[config.mk]
export PLATFORM = sky130hd
export DESIGN_NAME = boot_src_sel
export DESIGN_NICKNAME = d
export VERILOG_FILES = /design/src/rtl/boot_pkg.sv /design/src/rtl/boot_capture.sv /design/src/rtl/cpu1_src_sel.sv /design/src/rtl/cpu2_src_sel.sv /design/src/rtl/boot_src_sel.sv
export SDC_FILE = /design/constraint.sdc
export NUM_CORES = 1
export LEC_CHECK = 0
export ABC_AREA = 1
export BUFFER_PORTS_ARGS = -buffer_cell sky130_fd_sc_hd__buf_2
export CORE_AREA = 2 2 39 41
export DETAILED_ROUTE_END_ITERATION = 7
export DIE_AREA = 0 0 41 43
export SETUP_SLACK_MARGIN = 0.4
export SYNTH_ARGS = -nofsm -noshare
export SYNTH_HDL_FRONTEND = slang
export SYNTH_SLANG_ARGS = --single-unit
[constraint.sdc]
create_clock -name clk_i -period 0.8 [get_ports clk_i]
set_input_delay 0.04 -clock clk_i [delete_from_list [all_inputs] [get_ports clk_i]]
set_output_delay 0.04 -clock clk_i [all_outputs]
set_load 0.02 [all_outputs]
[src/rtl/boot_pkg.sv]
package boot_pkg;
  localparam int unsigned SRC_W = 2;
  localparam int unsigned PIN_W = 2;

  typedef enum logic [SRC_W-1:0] {
    SRC_USER = 2'd0,
    SRC_SYS  = 2'd1,
    SRC_SRAM = 2'd2,
    SRC_SVEC = 2'd3
  } boot_src_e;

  localparam logic [PIN_W-1:0] PIN_CPU2 = 2'd3;
endpackage

[src/rtl/boot_capture.sv]
module boot_capture
  import boot_pkg::*;
(
  input  logic             clk_i,
  input  logic             rst_ni,
  input  logic [PIN_W-1:0] pins_i,
  input  logic             lock1_i,
  input  logic             lock2_i,
  output logic             taken_o,
  output logic [PIN_W-1:0] pins_o,
  output logic             lock1_o,
  output logic             lock2_o
);
  always_ff @(posedge clk_i or negedge rst_ni) begin
    if (!rst_ni) begin
      taken_o <= 1'b0;
      pins_o  <= '0;
      lock1_o <= 1'b0;
      lock2_o <= 1'b0;
    end else if (!taken_o) begin
      // one-shot capture on first edge after release
      taken_o <= 1'b1;
      pins_o  <= pins_i;
      lock1_o <= lock1_i;
      lock2_o <= lock2_i;
    end
  end
endmodule

[src/rtl/cpu1_src_sel.sv]
module cpu1_src_sel
  import boot_pkg::*;
(
  input  logic             taken_i,
  input  logic [PIN_W-1:0] pins_i,
  input  logic             lock1_i,
  input  logic             remap_en_i,
  input  logic [SRC_W-1:0] remap_sel_i,
  output logic [SRC_W-1:0] src_o,
  output logic             c2_mode_o
);
  boot_src_e base;
  logic      remap_ok;

  always_comb begin
    c2_mode_o = taken_i && (pins_i == PIN_CPU2) && !lock1_i;
    if (!taken_i || lock1_i || pins_i == PIN_CPU2) base = SRC_USER;
    else                                          base = boot_src_e'(pins_i);
    remap_ok = taken_i && remap_en_i && (remap_sel_i != SRC_SVEC);
    src_o    = remap_ok ? remap_sel_i : base;
  end
endmodule

[src/rtl/cpu2_src_sel.sv]
module cpu2_src_sel
  import boot_pkg::*;
(
  input  logic             taken_i,
  input  logic             c2_mode_i,
  input  logic             lock2_i,
  output logic [SRC_W-1:0] src_o,
  output logic             c1_hold_o,
  output logic             wp_o
);
  always_comb begin
    src_o     = (c2_mode_i && !lock2_i) ? SRC_SYS : SRC_SVEC;
    c1_hold_o = !taken_i || c2_mode_i;
    wp_o      = lock2_i;
  end
endmodule

[src/rtl/boot_src_sel.sv]
module boot_src_sel
  import boot_pkg::*;
(
  input  logic       clk_i,
  input  logic       rst_ni,
  input  logic [1:0] boot_pins_i,
  input  logic       c1_lock_i,
  input  logic       c2_lock_i,
  input  logic       remap_en_i,
  input  logic [1:0] remap_sel_i,
  output logic [1:0] c1_src_o,
  output logic [1:0] c2_src_o,
  output logic       c1_hold_o,
  output logic       c2_vec_wp_o
);
  logic             taken;
  logic [PIN_W-1:0] pins_q;
  logic             lock1_q;
  logic             lock2_q;
  logic             c2_mode;

  boot_capture u_cap (
    .clk_i   (clk_i),
    .rst_ni  (rst_ni),
    .pins_i  (boot_pins_i),
    .lock1_i (c1_lock_i),
    .lock2_i (c2_lock_i),
    .taken_o (taken),
    .pins_o  (pins_q),
    .lock1_o (lock1_q),
    .lock2_o (lock2_q)
  );

  cpu1_src_sel u_c1 (
    .taken_i     (taken),
    .pins_i      (pins_q),
    .lock1_i     (lock1_q),
    .remap_en_i  (remap_en_i),
    .remap_sel_i (remap_sel_i),
    .src_o       (c1_src_o),
    .c2_mode_o   (c2_mode)
  );

  cpu2_src_sel u_c2 (
    .taken_i   (taken),
    .c2_mode_i (c2_mode),
    .lock2_i   (lock2_q),
    .src_o     (c2_src_o),
    .c1_hold_o (c1_hold_o),
    .wp_o      (c2_vec_wp_o)
  );
endmodule

==> run metrics, run 1 <==
CTS tree yes; Total Routing Usage GR 8.274%; worst r2r src u_cap.taken_o; dpl ws -0.1750 ns; final setup TNS -1.460 ns; first-pass GRT wire length 966 um; max-cap viol count 0; hold_ws -0.005254 ns; number of synthesized flops with an enable pin 0; top cells by area, synth dfrtp_1, nand2_1, nand3_1; Mean Syn Cell Area 7.681 um^2; critical path buffer and inverter count 2; Tightest Hold Check Type input pin to flip-flop; CTS buffer count 3; Clk Latency, worst-skew pair 0.24 ns; Antenna diodes 0; Critical path origin u_cap.lock1_o; Clock Sinks 5; initial DRC count 3; Util after Layout 34.45%; CP endpoint c1_src_o[0]; drt first pass iters 2; Pwr Density 1620 mW/mm^2; Crit Path Category flip-flop to output port; DIE AREA 0.001763 mm^2; initial antenna violation count 0; top cells by count, synth nand2_1, dfrtp_1, inv_1; post-synthesis sequential area ratio 45.25%; GRT overflow 0; clk_skew 0.0001161 ns; Critical-path top delay cell dfrtp_1; r2r endpoint u_cap.lock1_o; Total Wirelength 644 um; PnR worst setup slack -0.3512 ns; Worst VDD drop 0.0006636 V; type of destination of the critical path output port; Core Area 0.001384 mm^2; post-synth top area share 45.25%; Async S/R FF share, synth 100.0%; Final Hold Fails 2; Yosys reg bits 5; proportion of layout cells with a drive suffix above 1 56.90%; period utilization 143.9%; CTS root buf clkbuf_4; I/O Buffers 13; ANT nets after route 0; filler cell count in the final layout 161; Syn. warnings 0; die width 41 um; WP data required 0.76 ns; HPWL after DPL 530.7 um; Slew Viols, Final 0; number of distinct library cells after synthesis 13; final worst path period need 1.151 ns; Levels on crit path 6; startpoint types flip-flop; CP peak stage delay 0.38 ns; area delta synth->final 72.40%; Post-synth top flop dfrtp_1; initial core utilization 19.98%; Die Ht 43 um; DRC 0; Leak 0.0002562 uW; CP Cell Sequence inv_2, nand2_4, nor2_4, nand3_2, nand2_2, buf_6; failing checks negative hold slack, negative setup slack; post-cts hold buffer count 1; CP arrival 1.11 ns; most instantiated library cell after synthesis nand2_1; Design Power 772.2 uW; H-tree depth 1; WL per Instance 8.703 um; Final setup viols 9; CTS Buffer Depth 2; RSZ-0062 raised after global routing yes; FF-to-FF setup slack -0.06 ns; Row Count 14; vias post-DR 282; largest net degree at the start of global routing 7; Final nets 68; cell family with most CP delay flip-flops; mapped cell area 276.5 um^2; clk slew on worst S/H paths 0.04 ns; routability cong. 0.7343; DR vias/cell 3.811; outcome complete, but fails checks; number of global-route vias before repair 282; I/O pin cnt 15; worst reg-to-reg path cell count 3; Peak Freq 868.6 MHz; Post-Synthesis Cells 36; Synth area leader dfrtp_1; Max FO, Critical Path 2
-- repair_timing --
item,CTS,global route
hold endpoints to repair,8,1
gates cloned,0,0
endpoints found under the setup margin,9,9
gates resized for setup,11,6
buffers inserted,0,0
pin swaps,4,5
-- worst min-delay path, stage by stage --
cell and delay (ns):
buf_2 0.07, nand2_1 0.04, nand2_1 0.04
-- per-layer routing --
metal / up-vias / part of all wire [%] / GRT usage (%)
met2: 7 / 54 / 12.50
li1: 152 / - / -
met5: - / 0 / 0
met3: 0 / 6.4 / 1.571
met1: 123 / 39 / 8.824
met4: 0 / 0 / 8.000
-- registers in the layout, indices dropped and copies added (netlist names) --
register	flops
u_cap.pins_o	2
u_cap.lock2_o	1
u_cap.lock1_o	1
u_cap.taken_o	1
-- worst min-delay path by stage --
stage                    from       endpoint  slack (ns)  cells past startpoint
floorplan              rst_ni  u_cap.lock1_o       -0.26                      0
global placement       rst_ni  u_cap.lock1_o       -0.14                      1
detailed placement     rst_ni  u_cap.lock1_o       -0.14                      1
CTS                 c2_lock_i  u_cap.lock2_o       -0.01                      3
global route        c2_lock_i  u_cap.lock2_o      -0.008                      3
finish              c2_lock_i  u_cap.lock2_o      -0.005                      3
-- final cells by class --
cell class                 count  area, um^2  share of cell area (%)
tap                           16       20.02                   4.199
clock buffer                   4       26.28                   5.512
sequential                     5       127.6                   26.77
inverter                       4       15.01                   3.150
timing repair buffer          19       143.9                   30.18
multi-input combinational     26       143.9                   30.18
-- through the flow --
step / instances / instance area (um^2)
floorplan: 37 / 286.5
global placement: 69 / 390.4
detailed placement: 69 / 390.4
CTS: 74 / 456.7
global route: 74 / 476.7
finish: 74 / 476.7
-- report_power, final --
part / switching [uW] / internal, uW / leakage, uW
sequential: 17.7 / 276 / 0.0000571
combinational: 98.2 / 96.1 / 0.000184
clock: 95.8 / 188 / 0.0000150
-- layout by cell type, fill, tap and decap left out --
cell,netlist,routed
buf_6,1,5
nand3_2,0,2
inv_2,0,3
inv_1,4,1
nand2_1,13,10
buf_4,1,5
o21ai_1,0,1
dfrtp_2,0,2
buf_2,0,8
clkbuf_1,0,1
dfrtp_1,5,3
nor2_4,0,1
nand4_1,2,2
nor2_1,2,2
dlygate4sd3_1,0,1
nand3_1,3,1
nand2_2,0,3
clkbuf_4,0,3
conb_1,1,2
nand3b_1,1,1
nand2_4,1,1
-- cells by family after synthesis --
family	Yosys count	share of synthesized area, %
and+or+nand+nor	23	39.37
buffers and inverters	6	12.22
DFF	5	45.25
AOI/OAI and AO/OA	1	1.808
other	1	1.356
No activity file was read; power rests on OpenSTA's default activity.
==> inputs of run 2 (changes only) <==
--- a/config.mk
+++ b/config.mk
@@ -12,2 +12,3 @@
 export DIE_AREA = 0 0 41 43
+export REMOVE_ABC_BUFFERS = 1
 export SETUP_SLACK_MARGIN = 0.4
@@ -16 +17,2 @@
 export SYNTH_SLANG_ARGS = --single-unit
+export TNS_END_PERCENT = 1
--- a/constraint.sdc
+++ b/constraint.sdc
@@ -3,2 +3,2 @@
 set_output_delay 0.04 -clock clk_i [all_outputs]
-set_load 0.02 [all_outputs]
+set_load 0.01 [all_outputs]
==> run 2 against run 1 <==
  * The flow still finishes with violations (negative hold slack, negative setup slack)
  * Sequential share of layout area grew 1.9 points
  * Clock-buffer cell count is the same
  * Non-clock buffer count is the same
  * Die area is the same
  * Register-to-register slack gained 0.04 ns
  * Critical path depth is the same
  * Global-route usage grew 0.20 points
  * Combinational power shrank 21%
  * Clock skew grew 0.00086 ns
  * Critical path type unchanged
==> run metrics, run 2 (same netlist as run 1, synthesis figures left out) <==
outcome complete, but fails checks (unchanged); failing checks negative hold slack, negative setup slack (unchanged); DIE AREA 0.001763 mm^2 (unchanged); Slew Viols, Final 0 (unchanged); Clk Latency, worst-skew pair 0.23 ns (was 0.24 ns); number of global-route vias before repair 285 (was 282); leading cell type in the layout, fill and taps excluded buf_2 (was nand2_1); post-cts hold buffer count 1 (unchanged); Leak 0.0002500 uW (was 0.0002562 uW); Total Routing Usage GR 8.476% (was 8.274%); WL per Instance 8.162 um (was 8.703 um); Clock Sinks 5 (unchanged); RSZ-0062 raised after global routing yes (unchanged); H-tree depth 1 (unchanged); CP arrival 1.09 ns (was 1.11 ns); Crit Path Category flip-flop to output port (unchanged); period utilization 140.8% (was 143.9%); WP data required 0.76 ns (about the same); initial antenna violation count 0 (unchanged); Final setup viols 6 (was 9); I/O Buffers 13 (unchanged); Core Area 0.001384 mm^2 (unchanged); CTS root buf clkbuf_4 (unchanged); ANT nets after route 0 (unchanged); Design Power 728.0 uW (was 772.2 uW); routability cong. 0.6393 (was 0.7343); type of destination of the critical path output port (unchanged); CTS buffer count 3 (unchanged); proportion of layout cells with a drive suffix above 1 51.72% (was 56.90%); Row Count 14 (unchanged); non-filler cells, final 74 (unchanged); largest net degree at the start of global routing 7 (unchanged); CTS Buffer Depth 2 (unchanged); number of flip-flops under the largest register name 2 (unchanged); Pwr Density 1653 mW/mm^2 (was 1620 mW/mm^2); clk_skew 0.0009761 ns (was 0.0001161 ns); DP Cell Count 69 (unchanged); HPWL after DPL 506.9 um (was 530.7 um); PnR worst setup slack -0.3263 ns (was -0.3512 ns); DP Area 384.1 um^2 (was 390.4 um^2); Util after Layout 31.83% (was 34.45%); Final Hold Fails 1 (was 2); clk slew on worst S/H paths 0.04 ns (about the same); startpoint types flip-flop (unchanged); filler cell count in the final layout 162 (was 161); commonest non-fill, non-tap cells in the layout buf_2, nand2_1, buf_4, dfrtp_1 (was nand2_1, buf_2, buf_4, buf_6); Total Wirelength 604 um (was 644 um); Multi-input gate area 136.4 um^2 (was 143.9 um^2); CTS tree yes (unchanged); I/O pin cnt 15 (unchanged); die width 41 um (unchanged); initial DRC count 2 (was 3); Worst VDD drop 0.0005401 V (was 0.0006636 V); vias post-DR 289 (was 282); FF/Latch Area 126.4 um^2 (was 127.6 um^2); GRT overflow 0 (unchanged); initial core utilization 19.98% (unchanged); Max FO, Critical Path 2 (unchanged); DR vias/cell 3.905 (was 3.811); first-pass GRT wire length 1000 um (was 966 um); Peak Freq 887.8 MHz (was 868.6 MHz); max-cap viol count 0 (unchanged); drt first pass iters 3 (was 2); area delta synth->final 59.28% (was 72.40%); Final nets 68 (unchanged); final instance area 440.4 um^2 (was 476.7 um^2); Largest Register u_cap.pins_o (unchanged); final worst path period need 1.126 ns (was 1.151 ns); hold_ws -0.003458 ns (was -0.005254 ns); Antenna diodes 0 (unchanged); DRC 0 (unchanged); Tightest Hold Check Type input pin to flip-flop (unchanged); Die Ht 43 um (unchanged)
run 2: cell types whose count changed in the layout (fill, tap and decap cells not counted):
cell | previous run | this run
o21ai_1 | 1 | 0
dfrtp_2 | 2 | 1
nand2_1 | 10 | 12
nand3_2 | 2 | 1
buf_6 | 5 | 1
buf_4 | 5 | 4
nand2_2 | 3 | 1
nor2_2 | 0 | 1
dfrtp_1 | 3 | 4
o21ai_0 | 0 | 1
nand3_1 | 1 | 2
nor2_1 | 2 | 1
buf_2 | 8 | 13
run 2: layer usage:
metal	GRT usage (%)	routed length, um	vias to the layer above
met5	0	0	-
met4	8.000	0	0
met3	1.571	46	0
met2	14.06	338	7
met1	7.843	219	131
li1	-	-	151
run 2: area by class of cell:
class | count | area share (%)
inverters | 4 | 3.409
multi-input cells | 26 | 30.97
clock buffers | 4 | 5.966
flip-flops and latches | 5 | 28.69
repair buffers | 19 | 26.42
well taps | 16 | 4.545
run 2: final timing paths:
path | from | cells after the start | slack (ns) | end
max | u_cap.pins_o[0] | 6 | -0.33 | c1_src_o[1]
min | boot_pins_i[1] | 3 | -0.003 | u_cap.pins_o[1]
max in group asynchronous | rst_ni | 2 | 0.50 | u_cap.taken_o
max reg2reg | u_cap.taken_o | 3 | -0.02 | u_cap.lock1_o
min reg2reg | u_cap.lock2_o | 2 | 0.51 | u_cap.lock2_o
min in group asynchronous | rst_ni | 2 | 0.16 | u_cap.pins_o[1]
run 2: report_power, final:
group          leakage (uW)  internal, uW  switching, uW
sequential        0.0000582           275           16.9
clock             0.0000150           188           94.8
combinational      0.000177          76.2           76.6
total              0.000250           540            188
run 2: stage by stage:
step | TNS, ns | worst slack (ns) | hold WS, ns
after detailed placement | -0.5915 | -0.1065 | -0.1382
final | -1.267 | -0.3263 | -0.003458
after global routing | -1.683 | -0.4139 | 0.0009654
after floorplan | -0.1187 | -0.05936 | -0.2556
after global placement | -0.4212 | -0.08966 | -0.1415
after CTS | -1.502 | -0.3616 | -0.01514
run 2: repair_timing:
item,4_1_cts,5_1_grt
endpoints found under the hold margin,8,1
endpoints found under the setup margin,9,9
buffers inserted,0,0
resized for setup,4,5
pin swaps,2,3
run 2: worst max-delay path, cell delays in order, from the launching register on:
cell     delay [ns]
dfrtp_1        0.39
nand2_2        0.09
inv_2          0.05
nor2_4         0.08
nand3_2        0.07
nand2_1        0.05
buf_2          0.12
